===== config.mk =====
export PLATFORM = sky130hd
export DESIGN_NAME = alu8_core
export DESIGN_NICKNAME = d
export VERILOG_FILES = /design/src/rtl/alu8_pkg.sv /design/src/rtl/alu8_shift.sv /design/src/rtl/alu8_neg.sv /design/src/rtl/alu8_mul.sv /design/src/rtl/alu8_core.sv
export SDC_FILE = /design/constraint.sdc
export NUM_CORES = 1
export LEC_CHECK = 0
export BUFFER_PORTS_ARGS = -buffer_cell sky130_fd_sc_hd__buf_2
export CAP_MARGIN = 25
export CORE_ASPECT_RATIO = 1.4
export CORE_MARGIN = 2
export CORE_UTILIZATION = 65
export CTS_BUF_LIST = sky130_fd_sc_hd__clkbuf_4
export DETAILED_ROUTE_END_ITERATION = 16
export PLACE_DENSITY = 0.89
export SLEW_MARGIN = 20
export SYNTH_ARGS = -nofsm -noshare
export SYNTH_HDL_FRONTEND = slang
export SYNTH_SLANG_ARGS = --single-unit

===== constraint.sdc =====
create_clock -name clk_i -period 1 [get_ports clk_i]
set_clock_uncertainty 0.2 [all_clocks]
set_input_delay 0.2 -clock clk_i [delete_from_list [all_inputs] [get_ports clk_i]]
set_output_delay 0.2 -clock clk_i [all_outputs]
set_load 0.01 [all_outputs]

===== src/rtl/alu8_pkg.sv =====
`timescale 1ns/1ps
package alu8_pkg;
  typedef enum logic [2:0] {
    OP_PASS = 3'd0,
    OP_OR   = 3'd1,
    OP_LSL  = 3'd2,
    OP_LSR  = 3'd3,
    OP_NEG  = 3'd4,
    OP_NSA  = 3'd5,
    OP_MUL  = 3'd6,
    OP_HOLD = 3'd7
  } alu_op_e;

  localparam int CC_W = 6;
  localparam int CC_C = 0;
  localparam int CC_Z = 1;
  localparam int CC_N = 2;
  localparam int CC_I = 3;
  localparam int CC_H = 4;
  localparam int CC_V = 5;
endpackage


===== src/rtl/alu8_shift.sv =====
`timescale 1ns/1ps
module alu8_shift #(
  parameter int DATA_W = 8,
  parameter bit LEFT   = 1'b1
) (
  input  logic [DATA_W-1:0] val_i,
  output logic [DATA_W-1:0] res_o,
  output logic              cout_o
);
  generate
    if (LEFT) begin : g_left
      assign res_o  = {val_i[DATA_W-2:0], 1'b0};
      assign cout_o = val_i[DATA_W-1];
    end else begin : g_right
      assign res_o  = {1'b0, val_i[DATA_W-1:1]};
      assign cout_o = val_i[0];
    end
  endgenerate
endmodule


===== src/rtl/alu8_neg.sv =====
`timescale 1ns/1ps
module alu8_neg #(
  parameter int DATA_W = 8
) (
  input  logic [DATA_W-1:0] val_i,
  output logic [DATA_W-1:0] res_o,
  output logic              ovf_o,
  output logic              borrow_o
);
  localparam logic [DATA_W-1:0] MinNeg = {1'b1, {(DATA_W-1){1'b0}}};

  assign res_o    = '0 - val_i;
  assign ovf_o    = (val_i == MinNeg);
  assign borrow_o = |val_i;
endmodule


===== src/rtl/alu8_mul.sv =====
`timescale 1ns/1ps
module alu8_mul #(
  parameter int DATA_W = 8
) (
  input  logic [DATA_W-1:0] a_i,
  input  logic [DATA_W-1:0] b_i,
  output logic [DATA_W-1:0] lo_o,
  output logic [DATA_W-1:0] hi_o
);
  localparam int ProdW = 2 * DATA_W;
  logic [ProdW-1:0] prod;

  assign prod = ProdW'(a_i) * ProdW'(b_i);
  assign lo_o = prod[DATA_W-1:0];
  assign hi_o = prod[ProdW-1:DATA_W];
endmodule


===== src/rtl/alu8_core.sv =====
`timescale 1ns/1ps
module alu8_core
  import alu8_pkg::*;
#(
  parameter int DATA_W = 8
) (
  input  logic              clk_i,
  input  logic              rst_ni,
  input  logic [2:0]        op_i,
  input  logic [DATA_W-1:0] acc_i,
  input  logic [DATA_W-1:0] opd_i,
  input  logic [CC_W-1:0]   ccr_i,
  output logic [DATA_W-1:0] res_o,
  output logic [DATA_W-1:0] res_hi_o,
  output logic [CC_W-1:0]   ccr_o
);
  localparam int HalfW = DATA_W / 2;

  alu_op_e op;
  assign op = alu_op_e'(op_i);

  logic [DATA_W-1:0] lsl_res, lsr_res, neg_res, mul_lo, mul_hi;
  logic              lsl_c, lsr_c, neg_v, neg_c;

  alu8_shift #(.DATA_W(DATA_W), .LEFT(1'b1)) u_lsl (
    .val_i(opd_i), .res_o(lsl_res), .cout_o(lsl_c)
  );
  alu8_shift #(.DATA_W(DATA_W), .LEFT(1'b0)) u_lsr (
    .val_i(opd_i), .res_o(lsr_res), .cout_o(lsr_c)
  );
  alu8_neg #(.DATA_W(DATA_W)) u_neg (
    .val_i(opd_i), .res_o(neg_res), .ovf_o(neg_v), .borrow_o(neg_c)
  );
  alu8_mul #(.DATA_W(DATA_W)) u_mul (
    .a_i(opd_i), .b_i(acc_i), .lo_o(mul_lo), .hi_o(mul_hi)
  );

  logic [DATA_W-1:0] res_d, hi_d;
  logic [CC_W-1:0]   cc_d;
  logic              nz_upd, n_force0, v_nxc;

  always_comb begin
    res_d    = acc_i;
    hi_d     = '0;
    cc_d     = ccr_i;
    nz_upd   = 1'b0;
    n_force0 = 1'b0;
    v_nxc    = 1'b0;
    unique case (op)
      OP_PASS: begin
        res_d = opd_i; cc_d[CC_V] = 1'b0; nz_upd = 1'b1;
      end
      OP_OR: begin
        res_d = acc_i | opd_i; cc_d[CC_V] = 1'b0; nz_upd = 1'b1;
      end
      OP_LSL: begin
        res_d = lsl_res; cc_d[CC_C] = lsl_c; nz_upd = 1'b1; v_nxc = 1'b1;
      end
      OP_LSR: begin
        res_d = lsr_res; cc_d[CC_C] = lsr_c; nz_upd = 1'b1;
        n_force0 = 1'b1; v_nxc = 1'b1;
      end
      OP_NEG: begin
        res_d = neg_res; cc_d[CC_C] = neg_c; cc_d[CC_V] = neg_v; nz_upd = 1'b1;
      end
      OP_NSA: begin
        res_d = {acc_i[HalfW-1:0], acc_i[DATA_W-1:HalfW]};
      end
      OP_MUL: begin
        res_d = mul_lo; hi_d = mul_hi;
        cc_d[CC_H] = 1'b0; cc_d[CC_C] = 1'b0;
      end
      default: ;
    endcase
    if (nz_upd) begin
      cc_d[CC_N] = n_force0 ? 1'b0 : res_d[DATA_W-1];
      cc_d[CC_Z] = (res_d == '0);
    end
    // shifts: V from the freshly computed N and C
    if (v_nxc) cc_d[CC_V] = cc_d[CC_N] ^ cc_d[CC_C];
  end

  always_ff @(posedge clk_i or negedge rst_ni) begin
    if (!rst_ni) begin
      res_o    <= '0;
      res_hi_o <= '0;
      ccr_o    <= '0;
    end else begin
      res_o    <= res_d;
      res_hi_o <= hi_d;
      ccr_o    <= cc_d;
    end
  end
endmodule


==> out/results.tsv, run 1 <==
stage	metric	value	unit
cts	post-CTS sizing	132	
synthesis	top-area cell type share of the netlist area	0.207	
cts	Post-CTS Hold Buffers	5	
floorplanning	Die Y	90.5	microns
floorplanning	Initial Util	0.673	
synthesis	Ys Warns	0	
synthesis	distinct cell type count after synthesis	58	
run_status	Error	[ERROR DPL-0038] Utilization greater than 100%, impossible to legalize	
floorplanning	I/O Pins	49	
synthesis	#FFs+latches synth	22	
synthesis	synthesized area per cell	8.51	sq um
cts	post-CTS setup buffers	15	
synthesis	Main synth FF type	dfrtp_1	
run_status	outcome	stopped before the end	
synthesis	area leader, netlist	fa_1	
synthesis	EDFF count, synth	0	
place	Final HPWL DP	9470	microns
cts	H-tree depth	1	
run_status	Stop stage	4_1_cts	
floorplanning	FP Rows	31	
cts	clock root cell	clkbuf_4	
synthesis	Post-synth top cells	inv_1 (62), nand2_1 (51), ha_1 (37)	
cts	Num CTS Buffers	3	
synthesis	most numerous cell in the Yosys netlist	inv_1	
place	RePlAce Congestion	1.05	
synthesis	syn nets	508	
floorplanning	die width	65.8	microns
cts	clk sink count	22	
synthesis	Post-Syn Instances	408	
synthesis	top cells by area, synth	fa_1 (21%), dfrtp_1 (16%), ha_1 (13%), inv_1 (6.7%), nand2_1 (5.5%)	
place	PortBufs	48	
synthesis	Mapped Area	3470	sq um
synthesis	Post-synth ARST share	1.00	
cts	Clock Path Buffers	2	
synthesis	register area share after synthesis	0.159	
-- through the flow --
stage | hold WS [ns] | worst slack (ns) | cell area (sq um) | std cells | utilization
3_3_place_gp | -0.0550 | -3.25 | 4540 | 584 | 0.879
2_1_floorplan | -0.296 | -3.12 | 3810 | 408 | -
3_5_place_dp | -0.0422 | -3.37 | 4540 | 584 | 0.879
-- kinds of logic after synthesis --
group / Yosys count / synth area share
xor+xnor: 14 / 0.0375
simple gates: 125 / 0.178
flops: 22 / 0.159
fa+ha+maj: 74 / 0.344
compound gates: 80 / 0.166
mux: 4 / 0.0122
buf+inv: 89 / 0.105
==> run 2: changes to the inputs <==
--- a/config.mk
+++ b/config.mk
@@ -7,12 +7,10 @@
 export LEC_CHECK = 0
 export BUFFER_PORTS_ARGS = -buffer_cell sky130_fd_sc_hd__buf_2
 export CAP_MARGIN = 25
-export CORE_ASPECT_RATIO = 1.4
 export CORE_MARGIN = 2
-export CORE_UTILIZATION = 65
-export CTS_BUF_LIST = sky130_fd_sc_hd__clkbuf_4
+export CORE_UTILIZATION = 40
 export DETAILED_ROUTE_END_ITERATION = 16
-export PLACE_DENSITY = 0.89
+export PLACE_DENSITY_LB_ADDON = 0.15
 export SLEW_MARGIN = 20
 export SYNTH_ARGS = -nofsm -noshare
 export SYNTH_HDL_FRONTEND = slang
==> run 2 against run 1 <==
The flow now finishes, with violations (negative hold slack, negative setup slack); area after synthesis is the same; synthesized cell count is the same.
==> out/results.tsv, run 2 <==
stage	metric	value	unit
global_route	vias in the first global route	3466	
drt	initial DRC count	226	
cells_and_area	ANT cells	0	
synthesis	Post-Syn Instances	408	
critical_path	critical path depth in cells	14	
critical_path	critical path peak fanout	5	
timing	pins over their slew limit	0	
cells_and_area	fill count	637	
synthesis	Ys Warns	0	
timing	setup ws final	-2.88	ns
cts	Clock Path Buffers	2	
cts	Clock transition at path regs	0.08	ns
critical_path	Arr. time, crit path	3.84	ns
cells_and_area	area of the multi-input gates	3120	sq um
critical_path	crit path buf inv count	3	
cells_and_area	synthesis-to-finish area growth	61.1	%
drt	DR WL/cell	16.2	microns
run_status	failing checks	negative hold slack, negative setup slack	
synthesis	Post-synth ARST share	1.00	
run_status	outcome	complete, but fails checks	
timing	WHS	-0.0463	ns
floorplanning	FP Rows	33	
synthesis	area leader, netlist	fa_1	
floorplanning	die width	97.2	microns
synthesis	distinct cell type count after synthesis	58	
cells_and_area	most common cell after layout, fill and taps aside	buf_4	
cells_and_area	final std cells w/o fill	657	
synthesis	top cells by area, synth	fa_1 (21%), dfrtp_1 (16%), ha_1 (13%), inv_1 (6.7%), nand2_1 (5.5%)	
drt	# DRC	0	
place	Final HPWL DP	8080	microns
cells_and_area	share of cells above drive strength 1	0.495	
global_route	total track usage	0.225	
place	PortBufs	48	
place	RePlAce Congestion	0.931	
synthesis	EDFF count, synth	0	
timing	crit path time final	3.88	ns
critical_path	Setup CP Type	in -> reg	
min_path	WHS Path Cells	2	
critical_path	CP delay by family, top	adder cells	
timing	Worst-Margin Slew	0.418	ns
power_and_ir_drop	leakage	2.73	nW
critical_path	CP required	0.96	ns
power_and_ir_drop	Power, Total	8.25	mW
floorplanning	I/O Pins	49	
synthesis	Mapped Area	3470	sq um
synthesis	syn nets	508	
floorplanning	core area	8300	sq um
drt	DR vias/cell	5.19	
place	placed insts	623	
cts	Num CTS Buffers	3	
synthesis	#FFs+latches synth	22	
power_and_ir_drop	pwr dens	1470	nW/um^2
synthesis	Main synth FF type	dfrtp_1	
cts	Post-CTS Hold Buffers	2	
synthesis	synthesized area per cell	8.51	sq um
timing	Worst slew margin	0.714	
critical_path	CP endpoint kind	register	
synthesis	top-area cell type share of the netlist area	0.207	
cts	clock root cell	clkbuf_8	
critical_path	slowest stage delay, CP	0.53	ns
cts	H-tree depth	1	
critical_path	startpoint types	input pin	
timing	Tcrit/Tclk final	3.88	
floorplanning	Die Y	97.2	microns
synthesis	register area share after synthesis	0.159	
critical_path	Worst path slowest cell	fa_2	
cells_and_area	post-route cell area	5590	sq um
cells_and_area	most frequent cells in the layout	buf_4 (81), inv_1 (46), nand2_1 (36)	
job	Maximum Capacitance Violations	0	
timing	Max Fclk	258	MHz
global_route	overflow left after global routing	0	
drt	DRT Pass-1 Iters	5	
cells_and_area	sequential cell area	551	sq um
power_and_ir_drop	Peak VDD IR	0.894	mV
cts	clk sink count	22	
timing	Fin Setup TNS	-42.48	ns
critical_path	crit-path cells	buf_8 > and2_4 > fa_2 > inv_2 > fa_1 > fa_2 > fa_1 > inv_2 > ha_4 > or3_4 > o221a_4 > o211ai_1 > nand3_1 > nor3b_2	
cells_and_area	Largest regs	res_hi_o (8), res_o (8), ccr_o (6)	
floorplanning	die area	9440	sq um
global_route	global-route wire length before repair	17400	microns
cells_and_area	Final nets	653	
cts	CTS tree	built	
drt	Vias	3407	
synthesis	Post-synth top cells	inv_1 (62), nand2_1 (51), ha_1 (37)	
timing	Hold Vio Cnt, Final	4	
drt	WL final	10700	microns
timing	Final setup viols	43	
global_route	initial antenna violation count	0	
place	DP Area	4570	sq um
floorplanning	Initial Util	0.419	
global_route	largest net degree at the start of global routing	23	
drt	ANT nets after route	0	
synthesis	most numerous cell in the Yosys netlist	inv_1	
timing	unrepaired setup endpoints after global routing	yes	
min_path	type of the worst min-delay path	in -> reg	
[run 2: cell counts after synthesis]
No cell type changed its count.
[run 2: logic make-up (layout without fill, tap and decap cells)]
kind of cell | count (synthesis) | count (layout) | synth area share
xor+xnor | 14 | 14 | 0.0375
fa+ha+maj | 74 | 74 | 0.344
simple gates | 125 | 125 | 0.178
buf+inv | 89 | 233 | 0.105
compound gates | 80 | 80 | 0.166
mux | 4 | 4 | 0.0122
flops | 22 | 22 | 0.159
[run 2: per-layer routing]
metal	vias to the layer above	global-route usage	share of wire
met5	-	0	0
met4	0	0.0412	0.016
met3	9	0.0259	0.066
met2	107	0.361	0.47
met1	1658	0.331	0.45
li1	1633	-	-
[run 2: timing repair]
action,4_1_cts,5_1_grt
gates cloned,1,1
setup endpoints to repair,43,43
hold endpoints to repair,26,2
pin swaps,46,56
resized for setup,132,37
buffers inserted,18,14
[run 2: worst paths after layout]
path | startpoint | endpoint | slack (ns)
max in group asynchronous | rst_ni | res_o[3] | 0.26
max | acc_i[5] | res_hi_o[5] | -2.88
min | ccr_i[4] | ccr_o[4] | -0.05
min in group asynchronous | rst_ni | res_hi_o[4] | 0.20
[run 2: per-stage QoR]
step,setup slack (ns),utilization
detailed placement,-3.22,0.551
global placement,-3.16,0.551
floorplan,-3.12,-
CTS,-2.85,0.647
finish,-2.88,0.674
global route,-2.96,0.674
[run 2: cell type report]
type,count,area share
Tap cell,105,0.0235
Timing Repair Buffer,165,0.266
Clock buffer,4,0.00984
Multi-Input combinational cell,297,0.558
Sequential cell,22,0.0984
Inverter,64,0.0447
[run 2: power by group]
group	total, mW	switching (mW)	internal [mW]
clock network	0.653	0.301	0.352
registers	1.03	0.0268	1.01
logic	6.56	3.14	3.42
No activity file was read; power rests on OpenSTA's default activity.
